===== config.mk =====
export PLATFORM = sky130hd
export DESIGN_NAME = spi_regmem_slave
export DESIGN_NICKNAME = d
export VERILOG_FILES = /design/src/rtl/spi_slv_pkg.sv /design/src/rtl/spi_slv_frame.sv /design/src/rtl/spi_slv_wbuf.sv /design/src/rtl/spi_regmem_slave.sv
export SDC_FILE = /design/constraint.sdc
export NUM_CORES = 1
export LEC_CHECK = 0
export BUFFER_PORTS_ARGS = -buffer_cell sky130_fd_sc_hd__buf_2
export CAP_MARGIN = 40
export CORE_MARGIN = 3
export CORE_UTILIZATION = 45
export CTS_BUF_LIST = sky130_fd_sc_hd__clkbuf_16
export CTS_CLUSTER_DIAMETER = 100
export DETAILED_ROUTE_END_ITERATION = 7
export GPL_TIMING_DRIVEN = 0
export SYNTH_ARGS = -nofsm -noshare
export SYNTH_HDL_FRONTEND = slang
export SYNTH_SLANG_ARGS = --single-unit

===== constraint.sdc =====
create_clock -name clk_i -period 2.4 [get_ports clk_i]
set_input_delay 0.72 -clock clk_i [delete_from_list [all_inputs] [get_ports clk_i]]
set_output_delay 0.72 -clock clk_i [all_outputs]
set_load 0.02 [all_outputs]

===== src/rtl/spi_slv_pkg.sv =====
package spi_slv_pkg;
  localparam int BYTE_W   = 8;
  localparam int ADR_W    = 6;
  localparam int PAGE_W   = 3;
  localparam int OFS_W    = ADR_W - PAGE_W;
  localparam int PAGE_LEN = 1 << OFS_W;
  localparam int ID_ADR_W = 6;

  localparam logic [ADR_W-1:0]  A_DAC_HI = 6'h38;
  localparam logic [ADR_W-1:0]  A_CFG    = 6'h3C;
  localparam logic [ADR_W-1:0]  A_FLAG   = 6'h3F;
  localparam logic [PAGE_W-1:0] CTRL_PG  = A_FLAG[ADR_W-1:OFS_W];

  localparam int OFS_HI   = int'(A_DAC_HI) % PAGE_LEN;
  localparam int OFS_CFG  = int'(A_CFG) % PAGE_LEN;
  localparam int OFS_FLAG = int'(A_FLAG) % PAGE_LEN;

  // offsets 2,3,5,6 of the control page are reserved
  localparam logic [PAGE_LEN-1:0] RSV_MASK = 8'b0110_1100;
  localparam logic [BYTE_W-1:0]   FLAG_ON  = 8'h80;
  localparam logic [BYTE_W-1:0]   FLAG_OFF = 8'h00;

  typedef enum logic [2:0] {FS_ID, FS_ADR, FS_RD, FS_WR, FS_POLL, FS_IGN} fstate_e;
endpackage


===== src/rtl/spi_slv_frame.sv =====
module spi_slv_frame
  import spi_slv_pkg::*;
#(
  parameter int N_STRAP = 6
) (
  input  logic               clk_i,
  input  logic               rst_ni,
  input  logic               cs_ni,
  input  logic               sck_i,
  input  logic               si_i,
  input  logic               rdy_ni,
  input  logic [N_STRAP-1:0] strap_i,
  input  logic               wip_i,
  input  logic [BYTE_W-1:0]  rd_data_i,
  output logic [ADR_W-1:0]   ptr_o,
  output logic               byte_vld_o,
  output logic [BYTE_W-1:0]  byte_o,
  output logic               commit_o,
  output logic               so_o,
  output logic               so_oe_o
);
  logic              sck_q, rd_q, so_q, oe_q;
  logic [2:0]        cnt_q;
  logic [BYTE_W-2:0] rx_q;
  logic [BYTE_W-1:0] rx_nxt, tx_q, tx_src;
  logic [ADR_W-1:0]  ptr_q, ptr_wr_nxt;
  logic [ID_ADR_W-1:0] id_exp;
  fstate_e           st_q;
  logic              rise, fall, byte_done, shifting;

  assign rise      = ~cs_ni & ~rdy_ni & sck_i & ~sck_q;
  assign fall      = ~cs_ni & ~rdy_ni & ~sck_i & sck_q;
  assign rx_nxt    = {rx_q, si_i};
  assign byte_done = rise & (cnt_q == 3'd7);
  assign shifting  = (st_q == FS_RD) || (st_q == FS_POLL);
  assign tx_src    = (st_q == FS_POLL) ? {{(BYTE_W-1){1'b0}}, wip_i} : rd_data_i;
  assign ptr_wr_nxt = {ptr_q[ADR_W-1:OFS_W], ptr_q[OFS_W-1:0] + OFS_W'(1)};

  always_comb begin
    id_exp = '0;
    id_exp[N_STRAP-1:0] = strap_i;
  end

  always_ff @(posedge clk_i or negedge rst_ni) begin
    if (!rst_ni) begin
      sck_q <= 1'b0; st_q <= FS_ID; cnt_q <= '0; rx_q <= '0; tx_q <= '0;
      rd_q <= 1'b0; ptr_q <= '0; so_q <= 1'b0; oe_q <= 1'b0;
    end else begin
      sck_q <= sck_i;
      if (cs_ni) begin
        st_q <= FS_ID; cnt_q <= '0; so_q <= 1'b0; oe_q <= 1'b0;
      end else begin
        if (rise) begin
          rx_q  <= rx_nxt[BYTE_W-2:0];
          cnt_q <= cnt_q + 3'd1;
          if (byte_done) begin
            case (st_q)
              FS_ID: begin
                if (rx_nxt[ID_ADR_W:1] != id_exp) st_q <= FS_IGN;
                else if (rx_nxt[BYTE_W-1])        st_q <= rx_nxt[0] ? FS_POLL : FS_IGN;
                else begin rd_q <= rx_nxt[0]; st_q <= FS_ADR; end
              end
              FS_ADR: begin
                if (rx_nxt[BYTE_W-1:ADR_W] != '0) st_q <= FS_IGN;
                else begin
                  ptr_q <= rx_nxt[ADR_W-1:0];
                  st_q  <= rd_q ? FS_RD : FS_WR;
                end
              end
              FS_RD:   ptr_q <= ptr_q + ADR_W'(1);
              FS_WR:   ptr_q <= ptr_wr_nxt;
              default: ;
            endcase
          end
        end
        if (fall && shifting) begin
          oe_q <= 1'b1;
          if (cnt_q == 3'd0) begin
            so_q <= tx_src[BYTE_W-1];
            tx_q <= {tx_src[BYTE_W-2:0], 1'b0};
          end else begin
            so_q <= tx_q[BYTE_W-1];
            tx_q <= {tx_q[BYTE_W-2:0], 1'b0};
          end
        end
      end
    end
  end

  assign ptr_o      = ptr_q;
  assign byte_vld_o = byte_done & (st_q == FS_WR);
  assign byte_o     = rx_nxt;
  assign commit_o   = cs_ni & (st_q == FS_WR);
  assign so_o       = so_q;
  assign so_oe_o    = oe_q;

  p_hold_rdy_r1: assert property (@(posedge clk_i) disable iff (!rst_ni)
    (!cs_ni && rdy_ni) |=> $stable(cnt_q));
  p_oe_quiet_r13: assert property (@(posedge clk_i) disable iff (!rst_ni)
    (cs_ni && $past(cs_ni)) |-> !so_oe_o);
  p_rd_wrap_r5: assert property (@(posedge clk_i) disable iff (!rst_ni)
    (st_q == FS_RD && byte_done && ptr_q == A_FLAG) |=> ptr_q == '0);
  p_page_fixed_r6: assert property (@(posedge clk_i) disable iff (!rst_ni)
    byte_vld_o |=> ptr_q[ADR_W-1:OFS_W] == $past(ptr_q[ADR_W-1:OFS_W]));
endmodule


===== src/rtl/spi_slv_wbuf.sv =====
module spi_slv_wbuf
  import spi_slv_pkg::*;
(
  input  logic              clk_i,
  input  logic              rst_ni,
  input  logic              byte_vld_i,
  input  logic [BYTE_W-1:0] byte_i,
  input  logic [ADR_W-1:0]  addr_i,
  input  logic              commit_i,
  input  logic              flag_i,
  output logic              mem_we_o,
  output logic [ADR_W-1:0]  mem_waddr_o,
  output logic [BYTE_W-1:0] mem_wdata_o,
  output logic              mem_wnv_o,
  output logic              flag_we_o,
  output logic              flag_d_o,
  output logic              done_o,
  output logic              done_nv_o
);
  logic [BYTE_W-1:0]   dat_q [PAGE_LEN];
  logic [PAGE_LEN-1:0] msk_q, fl_msk_q, keep;
  logic [PAGE_W-1:0]   pg_q;
  logic [OFS_W-1:0]    idx_q;
  logic busy_q, fl_flag_q, nv_acc_q, done_q, done_nv_q;
  logic ctrl, pair_bad, cfg_bad, cur, at_flag;

  for (genvar i = 0; i < PAGE_LEN; i++) begin : g_slot
    always_ff @(posedge clk_i or negedge rst_ni) begin
      if (!rst_ni) begin
        dat_q[i] <= '0; msk_q[i] <= 1'b0;
      end else if (commit_i) begin
        msk_q[i] <= 1'b0;
      end else if (byte_vld_i && addr_i[OFS_W-1:0] == OFS_W'(i)) begin
        dat_q[i] <= byte_i; msk_q[i] <= 1'b1;
      end
    end
  end

  always_ff @(posedge clk_i or negedge rst_ni) begin
    if (!rst_ni) pg_q <= '0;
    else if (byte_vld_i) pg_q <= addr_i[ADR_W-1:OFS_W];
  end

  always_comb begin
    ctrl     = (pg_q == CTRL_PG);
    pair_bad = msk_q[OFS_HI] ^ msk_q[OFS_HI+1];
    cfg_bad  = msk_q[OFS_CFG] && ((msk_q & ~(PAGE_LEN'(1) << OFS_CFG)) != '0);
    if (!ctrl)                   keep = msk_q;
    else if (pair_bad || cfg_bad) keep = '0;
    else                         keep = msk_q & ~RSV_MASK;
  end

  assign at_flag     = ctrl && (idx_q == OFS_W'(OFS_FLAG));
  assign cur         = busy_q & fl_msk_q[idx_q];
  assign mem_we_o    = cur & ~at_flag;
  assign mem_waddr_o = {pg_q, idx_q};
  assign mem_wdata_o = dat_q[idx_q];
  assign mem_wnv_o   = ~ctrl | (idx_q == OFS_W'(OFS_CFG)) | fl_flag_q;
  assign flag_we_o   = cur & at_flag & (dat_q[idx_q] == FLAG_ON || dat_q[idx_q] == FLAG_OFF);
  assign flag_d_o    = (dat_q[idx_q] == FLAG_ON);
  assign done_o      = done_q;
  assign done_nv_o   = done_nv_q;

  always_ff @(posedge clk_i or negedge rst_ni) begin
    if (!rst_ni) begin
      fl_msk_q <= '0; busy_q <= 1'b0; idx_q <= '0; fl_flag_q <= 1'b0;
      nv_acc_q <= 1'b0; done_q <= 1'b0; done_nv_q <= 1'b0;
    end else begin
      done_q <= busy_q && (idx_q == '1);
      done_nv_q <= nv_acc_q | (mem_we_o & mem_wnv_o);
      if (commit_i) begin
        fl_msk_q <= keep; busy_q <= |keep; idx_q <= '0;
        fl_flag_q <= flag_i; nv_acc_q <= 1'b0;
      end else if (busy_q) begin
        idx_q    <= idx_q + OFS_W'(1);
        nv_acc_q <= nv_acc_q | (mem_we_o & mem_wnv_o);
        if (idx_q == '1) busy_q <= 1'b0;
      end
    end
  end

  p_pair_r10: assert property (@(posedge clk_i) disable iff (!rst_ni)
    (mem_we_o && mem_waddr_o == A_DAC_HI) |=> (mem_we_o && mem_waddr_o == A_DAC_HI + ADR_W'(1)));
  p_rsv_r11: assert property (@(posedge clk_i) disable iff (!rst_ni)
    mem_we_o |-> !(mem_waddr_o inside {6'h3A, 6'h3B, 6'h3D, 6'h3E}));
  p_done_r12: assert property (@(posedge clk_i) disable iff (!rst_ni)
    done_o |-> ($past(busy_q) && !busy_q));
  p_no_overlap_r6: assert property (@(posedge clk_i) disable iff (!rst_ni)
    byte_vld_i |-> !busy_q);
endmodule


===== src/rtl/spi_regmem_slave.sv =====
module spi_regmem_slave
  import spi_slv_pkg::*;
#(
  parameter int N_STRAP = 6
) (
  input  logic               clk_i,
  input  logic               rst_ni,
  input  logic               cs_ni,
  input  logic               sck_i,
  input  logic               si_i,
  input  logic               rdy_ni,
  input  logic [N_STRAP-1:0] strap_i,
  input  logic               wip_i,
  output logic               so_o,
  output logic               so_oe_o,
  output logic [ADR_W-1:0]   mem_raddr_o,
  output logic               mem_rnv_o,
  input  logic [BYTE_W-1:0]  mem_rdata_i,
  output logic               mem_we_o,
  output logic [ADR_W-1:0]   mem_waddr_o,
  output logic [BYTE_W-1:0]  mem_wdata_o,
  output logic               mem_wnv_o,
  output logic               wr_done_o,
  output logic               wr_done_nv_o
);
  logic [ADR_W-1:0]  ptr;
  logic [BYTE_W-1:0] rd_data, byte_d;
  logic byte_vld, commit, flag_q, flag_we, flag_d;

  assign mem_raddr_o = ptr;
  assign mem_rnv_o   = flag_q & (ptr[ADR_W-1:1] == A_DAC_HI[ADR_W-1:1]);
  assign rd_data     = (ptr == A_FLAG) ? {flag_q, {(BYTE_W-1){1'b0}}} : mem_rdata_i;

  always_ff @(posedge clk_i or negedge rst_ni) begin
    if (!rst_ni)      flag_q <= 1'b0;
    else if (flag_we) flag_q <= flag_d;
  end

  spi_slv_frame #(.N_STRAP(N_STRAP)) u_frame (
    .clk_i, .rst_ni, .cs_ni, .sck_i, .si_i, .rdy_ni, .strap_i, .wip_i,
    .rd_data_i(rd_data), .ptr_o(ptr), .byte_vld_o(byte_vld), .byte_o(byte_d),
    .commit_o(commit), .so_o, .so_oe_o
  );

  spi_slv_wbuf u_wbuf (
    .clk_i, .rst_ni, .byte_vld_i(byte_vld), .byte_i(byte_d), .addr_i(ptr),
    .commit_i(commit), .flag_i(flag_q), .mem_we_o, .mem_waddr_o, .mem_wdata_o,
    .mem_wnv_o, .flag_we_o(flag_we), .flag_d_o(flag_d),
    .done_o(wr_done_o), .done_nv_o(wr_done_nv_o)
  );

  p_flag_src_r9: assert property (@(posedge clk_i) disable iff (!rst_ni)
    (flag_q != $past(flag_q)) |-> $past(flag_we));
endmodule


# Word-level counts from Yosys, hierarchy flattened

Index checks and enable logic that the tools add are counted.

Add/sub/neg operators: 4
$lt $le $gt $ge: 2
Equal/unequal tests: 20
Multiplexer cells: 51
Bitwise gates (word level): 29
Reductions and logical operators: 51

Operators with widths:

| operator                                                               | count |
|---|---|
| 8-bit 2-to-1 mux                                                       | 7 |
| 3-bit 2-to-1 mux                                                       | 10 |
| 1-bit 2-to-1 mux                                                       | 29 |
| 2-bit nonzero test                                                     | 14 |
| 3-bit equality test (second input constant)                            | 9 |
| 8-bit binary-select mux with 3-bit select                              | 1 |
| 2-bit AND reduction                                                    | 10 |
| 6-bit case mux with 3 select lines                                     | 1 |
| 1-bit bitwise AND                                                      | 14 |
| 3-bit by 2-bit equality test with 1-bit output (second input constant) | 4 |
| 1-bit logical AND                                                      | 12 |
| 6-bit AND reduction                                                    | 2 |
| 1-bit inverter                                                         | 10 |
| 3-bit by 1-bit adder with 3-bit output (second input constant)         | 3 |
| 3-bit logical NOT                                                      | 3 |
| 8-bit equality test (second input constant)                            | 1 |
| 8-bit logical NOT                                                      | 1 |
| 8-bit nonzero test                                                     | 1 |
| 8-bit OR reduction                                                     | 1 |
| 6-bit by 1-bit adder with 6-bit output (second input constant)         | 1 |
| 3-bit by 1-bit equality test with 1-bit output (second input constant) | 2 |
| 6-bit equality test (second input constant)                            | 1 |
| 6-bit 2-to-1 mux                                                       | 1 |
| 6-bit inequality test                                                  | 1 |
| 13 further kinds                                                       | 18 |

Register bits after elaboration: 123
Bits of input ports: 21
Output and inout port bits: 27
Word-level logic and storage cells: 192

# Longest topological paths before layout

Word-level depth: 9
Gate-level depth with buffers: 8
Gate-level depth less buffers: 7

# Modules after synthesis

From an unflattened synthesis, not the netlist that was laid out.

Cells, all modules: 467
Area, all modules: 5965.7 um2

By module, submodules not included:

| module           | instances | cells an instance | area an instance (um2) | sequential area each (um2) |
|---|---|---|---|---|
| spi_slv_wbuf     | 1         | 296               | 4232.8                 | 2277.2 |
| spi_slv_frame    | 1         | 157               | 1590.3                 | 750.7 |
| spi_regmem_slave | 1         | 14                | 142.6                  | 25.0 |

# Worst setup path before layout

OpenSTA, ideal clock, no wires.

Path type: register to output
Start point: register u_wbuf.idx_q[2]
End point: output mem_we_o
Data arrival time: 2.072 ns
Required time: 1.680 ns
Setup slack: -0.392 ns
Cell stages (with the launch flop): 5
Path buffers: 2
Path through: dfrtp_1 clkbuf_1 clkbuf_1 a2111oi_0 nor4b_1

Cells in the longest elaborated chain, start to end: 4
Elaborated cells on any way between the ends: 7
Classes of those cells: eq/ne (1); mux (2); bitwise (3); reduce/logical (1)

Ends and longest elaborated chain:

| what                                                                             | RTL line                               | source |
|---|---|---|
| from (decl)                                                                      | spi_slv_wbuf.sv:23                     | `logic [OFS_W-1:0] idx_q;` |
| from (signal assigned)                                                           | spi_slv_wbuf.sv:75                     | `idx_q <= idx_q + OFS_W'(1);` |
| 1-bit binary-select mux with 3-bit select or 3-bit equality test (tied branches) | spi_slv_wbuf.sv:54, spi_slv_wbuf.sv:53 |  |
| 1-bit 2-to-1 mux (not written as such) or 1-bit logical AND (tied branches)      | spi_slv_wbuf.sv:54, spi_slv_wbuf.sv:53 |  |
| 1-bit bitwise AND or 1-bit inverter (tied branches)                              | spi_slv_wbuf.sv:54, spi_slv_wbuf.sv:55 |  |
| 1-bit bitwise AND *                                                              | spi_slv_wbuf.sv:55                     | `assign mem_we_o = cur & ~at_flag;` |
| to (decl)                                                                        | spi_regmem_slave.sv:19                 | `output logic mem_we_o,` |

Every way passes the cells marked *; elsewhere a longest branch is shown, timed or not. The select of a mux whose other input is x is not followed.

# Worst setup path after layout

Start point: register u_wbuf.idx_q[0]
End point: output mem_wdata_o[7]

Cells in the longest elaborated chain, start to end: 4

Ends and longest elaborated chain:

| what                                                   | RTL line               | source |
|---|---|---|
| 3-bit inverter with 4-bit output (not written as such) | spi_slv_wbuf.sv:57     | `assign mem_wdata_o = dat_q[idx_q];` |
| 8-bit binary-select mux with 3-bit select              | spi_slv_wbuf.sv:57     |  |
| 8-bit 2-to-1 mux (not written as such) (2 in series)   | spi_slv_wbuf.sv:57     |  |
| to (decl)                                              | spi_regmem_slave.sv:21 | `output logic [BYTE_W-1:0] mem_wdata_o,` |

Every way passes these cells. The select of a mux whose other input is x is not followed.

==> impl_metrics.json <==
{
  "outcome": "finished, violations left",
  "violations": "negative setup slack",
  "start_util_pct": 47.0,
  "clockBufferDepth": 2,
  "postRouteWirelength_mm": 14.0,
  "rsz0062_at_grt": "yes",
  "avgSynthCellArea_um2": 12.1,
  "synthDistinctLibCells": 50,
  "synth_area_leaders": "dfrtp_1 (53%), mux2_2 (14%), mux4_2 (5.8%), nand2_1 (4.5%), ha_1 (2.8%)",
  "seq_area_frac_synth_pct": 52.7,
  "cp-end-kind": "output pin",
  "clk_latency_ps": 420,
  "grt_max_degree": 80,
  "hold_violations": 0,
  "routedWlPerCell_um": 18.9,
  "place.detailed.hpwl_mm": 9.39,
  "rrSetupSlack_ps": -140,
  "leakage_nw": 3.65,
  "skew_ps": 3.51,
  "cts_buffers": 17,
  "vias": 4110,
  "drc": 0,
  "r2r-start": "u_wbuf.idx_q[0]",
  "yosysWarnings": 0,
  "min-delay-path-class": "input port to async pin",
  "startpoint": "u_wbuf.idx_q[0]",
  "r2r_cells": 8,
  "yosys.area.top_type": "dfrtp_1",
  "fp.coreArea_mm2": 0.0123,
  "place.gp.congestion": 0.833,
  "fp.dieH_um": 119,
  "layout.nets": 596,
  "detail-route-antenna-nets": 0,
  "netlist_top_cells_count": "dfrtp_1 (122), mux2_2 (70), nand2_1 (70)",
  "crit_type": "register to output pin",
  "layout-drive-gt1-share_pct": 36.7,
  "die_area_mm2": 0.0143,
  "globalRoute.totalOverflow": 0,
  "synth_fp_nets": 512,
  "worst_slack_ps": -381,
  "r2r-end": "flag_q",
  "numClockSinks": 122,
  "crit_path_end": "mem_wdata_o[7]",
  "port_buffers": 47,
  "worst_pin_slew_ps": 584,
  "crit_path_max_fanout": 6,
  "grt_pass1_vias": 4363,
  "synthCells": 478,
  "rows": 40,
  "yosysMostFrequentCell": "dfrtp_1",
  "placed_area_mm2": 0.00629,
  "cp.arrival_ps": 2060,
  "slew_headroom_pct": 61.0,
  "finalMaxSlewViolations": 0,
  "cts_tree": "built",
  "pin_count": 48,
  "yosysTopAreaCellShare_pct": 52.7,
  "peakVddDrop_mv": 0.479,
  "timing.fmax_mhz": 360,
  "grt_first_pass_wirelength_mm": 23.0,
  "drv_cap": 0,
  "via_per_inst": 5.53,
  "ys_ff_latch": 122,
  "synth_edf_count": 0,
  "cts_hold_buf": 0,
  "synthFlopType": "dfrtp_1",
  "htreeDepth": 4,
  "syn_area_mm2": 0.00579,
  "cp-start-kind": "register",
  "first_pass_iters": 4,
  "antenna_found_initial": 0,
  "area.growth.synth_to_final_pct": 26.0,
  "grt_util_all_layers_pct": 21.1,
  "synthArstFlopShare_pct": 100,
  "fin_crit_sh_pct": 116,
  "period_minus_slack_ps": 2780,
  "diodes": 0,
  "required_ps": 1680,
  "drt-initial-drc-count": 358,
  "clk_pin_slew_worst_paths_ps": 50,
  "die_x_um": 119,
  "root_buffer": "clkbuf_16",
  "setup_viol": 11,
  "finalPower_mw": 4.93,
  "final_cell_area_mm2": 0.00730,
  "p_per_area_mw_per_mm2": 676
}
-- cell type report --
type / instances / area, um2
buffer: 25 / 169
clock buffer: 17 / 425
clock inverter: 15 / 181
fill: 1040 / 5010
inverter: 14 / 56.3
multi-input combinational: 317 / 2670
sequential: 122 / 3050
tap: 168 / 210
timing repair buffer: 65 / 532
-- sequential cells by signal, summed over array words and instances (netlist names), 6 cells and up --
signal,flops
u_wbuf.dat_q,64
u_wbuf.fl_msk_q,8
u_frame.rx_q,7
u_wbuf.msk_q,8
u_frame.tx_q,7
u_frame.ptr_o,6
-- per-layer routing --
| metal | vias up | routed length [um] | GRT usage, % |
|---|---|---|---|
| li1 | 1883 | - | - |
| met1 | 2101 | 6170 | 27.6 |
| met2 | 95 | 6920 | 33.3 |
| met3 | 31 | 666 | 6.08 |
| met4 | 0 | 281 | 8.23 |
| met5 | - | 0 | 0 |
-- report_power, final --
part | switching [mW] | internal, mW
clock network | 0.904 | 1.71
logic | 0.143 | 0.0602
registers | 0.0332 | 2.08
-- through the flow --
step	util (%)	std cells	TNS (ps)	setup WS, ps	hold slack [ps]
2_1_floorplan	-	478	0	34.7	416
3_3_place_gp	50.8	693	-137520	-915	436
3_5_place_dp	51.1	694	-29760	-567	445
4_1_cts	58.8	741	-3740	-404	223
5_1_grt	59.3	743	-4210	-455	229
6_report	59.3	743	-3300	-381	222
-- timing repair --
item | CTS | global route
cloned | 2 | 0
endpoints found under the setup margin | 33 | 51
resized for setup | 45 | 11
pin swaps | 1 | 5
setup buffers | 13 | 2
-- worst max-delay path, stage by stage (launching register included) --
cell and delay (ps):
dfrtp_1 390, buf_12 160, buf_12 130, mux4_2 500, mux2_4 310, buf_6 140
-- worst min-delay path by stage --
stage	endpoint	cells after the start	from	slack (ps)
after global placement	u_wbuf.done_nv_o	1	u_wbuf.nv_acc_q	440
final	u_frame.tx_q[4]	1	rst_ni	220
after CTS	u_frame.tx_q[4]	1	rst_ni	220
after detailed placement	u_wbuf.done_nv_o	1	u_wbuf.nv_acc_q	450
after global routing	u_frame.tx_q[4]	1	rst_ni	230
after floorplan	flag_q	0	rst_ni	420
-- cells in the final DEF, fill, tap and decap left out, types with 4 or more instances in the layout --
cell,instances
mux2_4,7
o21ai_0,23
xor2_1,7
nand2_2,4
mux2_2,64
clkbuf_1,18
nand2_1,69
mux2i_1,4
dfrtp_1,122
nor2_1,14
clkinvlp_4,5
clkinv_2,4
nor4_1,4
bufinv_16,4
o31ai_1,4
nor3_1,4
ha_1,12
nand3_1,13
clkbuf_16,17
inv_1,13
a22oi_1,6
buf_4,13
buf_12,6
a21oi_1,10
nand2b_1,6
buf_2,38
mux4_2,17
buf_6,11
-- kinds of logic after synthesis --
logic type	share of synthesized area, %
AO/OA/AOI/OAI	6.91
XOR/XNOR	1.21
adder cells (fa/ha/maj)	2.81
AND/OR/NAND/NOR	11.8
multiplexers	21.7
flip-flops	52.7
buffers and inverters	2.85
Power figures use the tool's default switching activity.
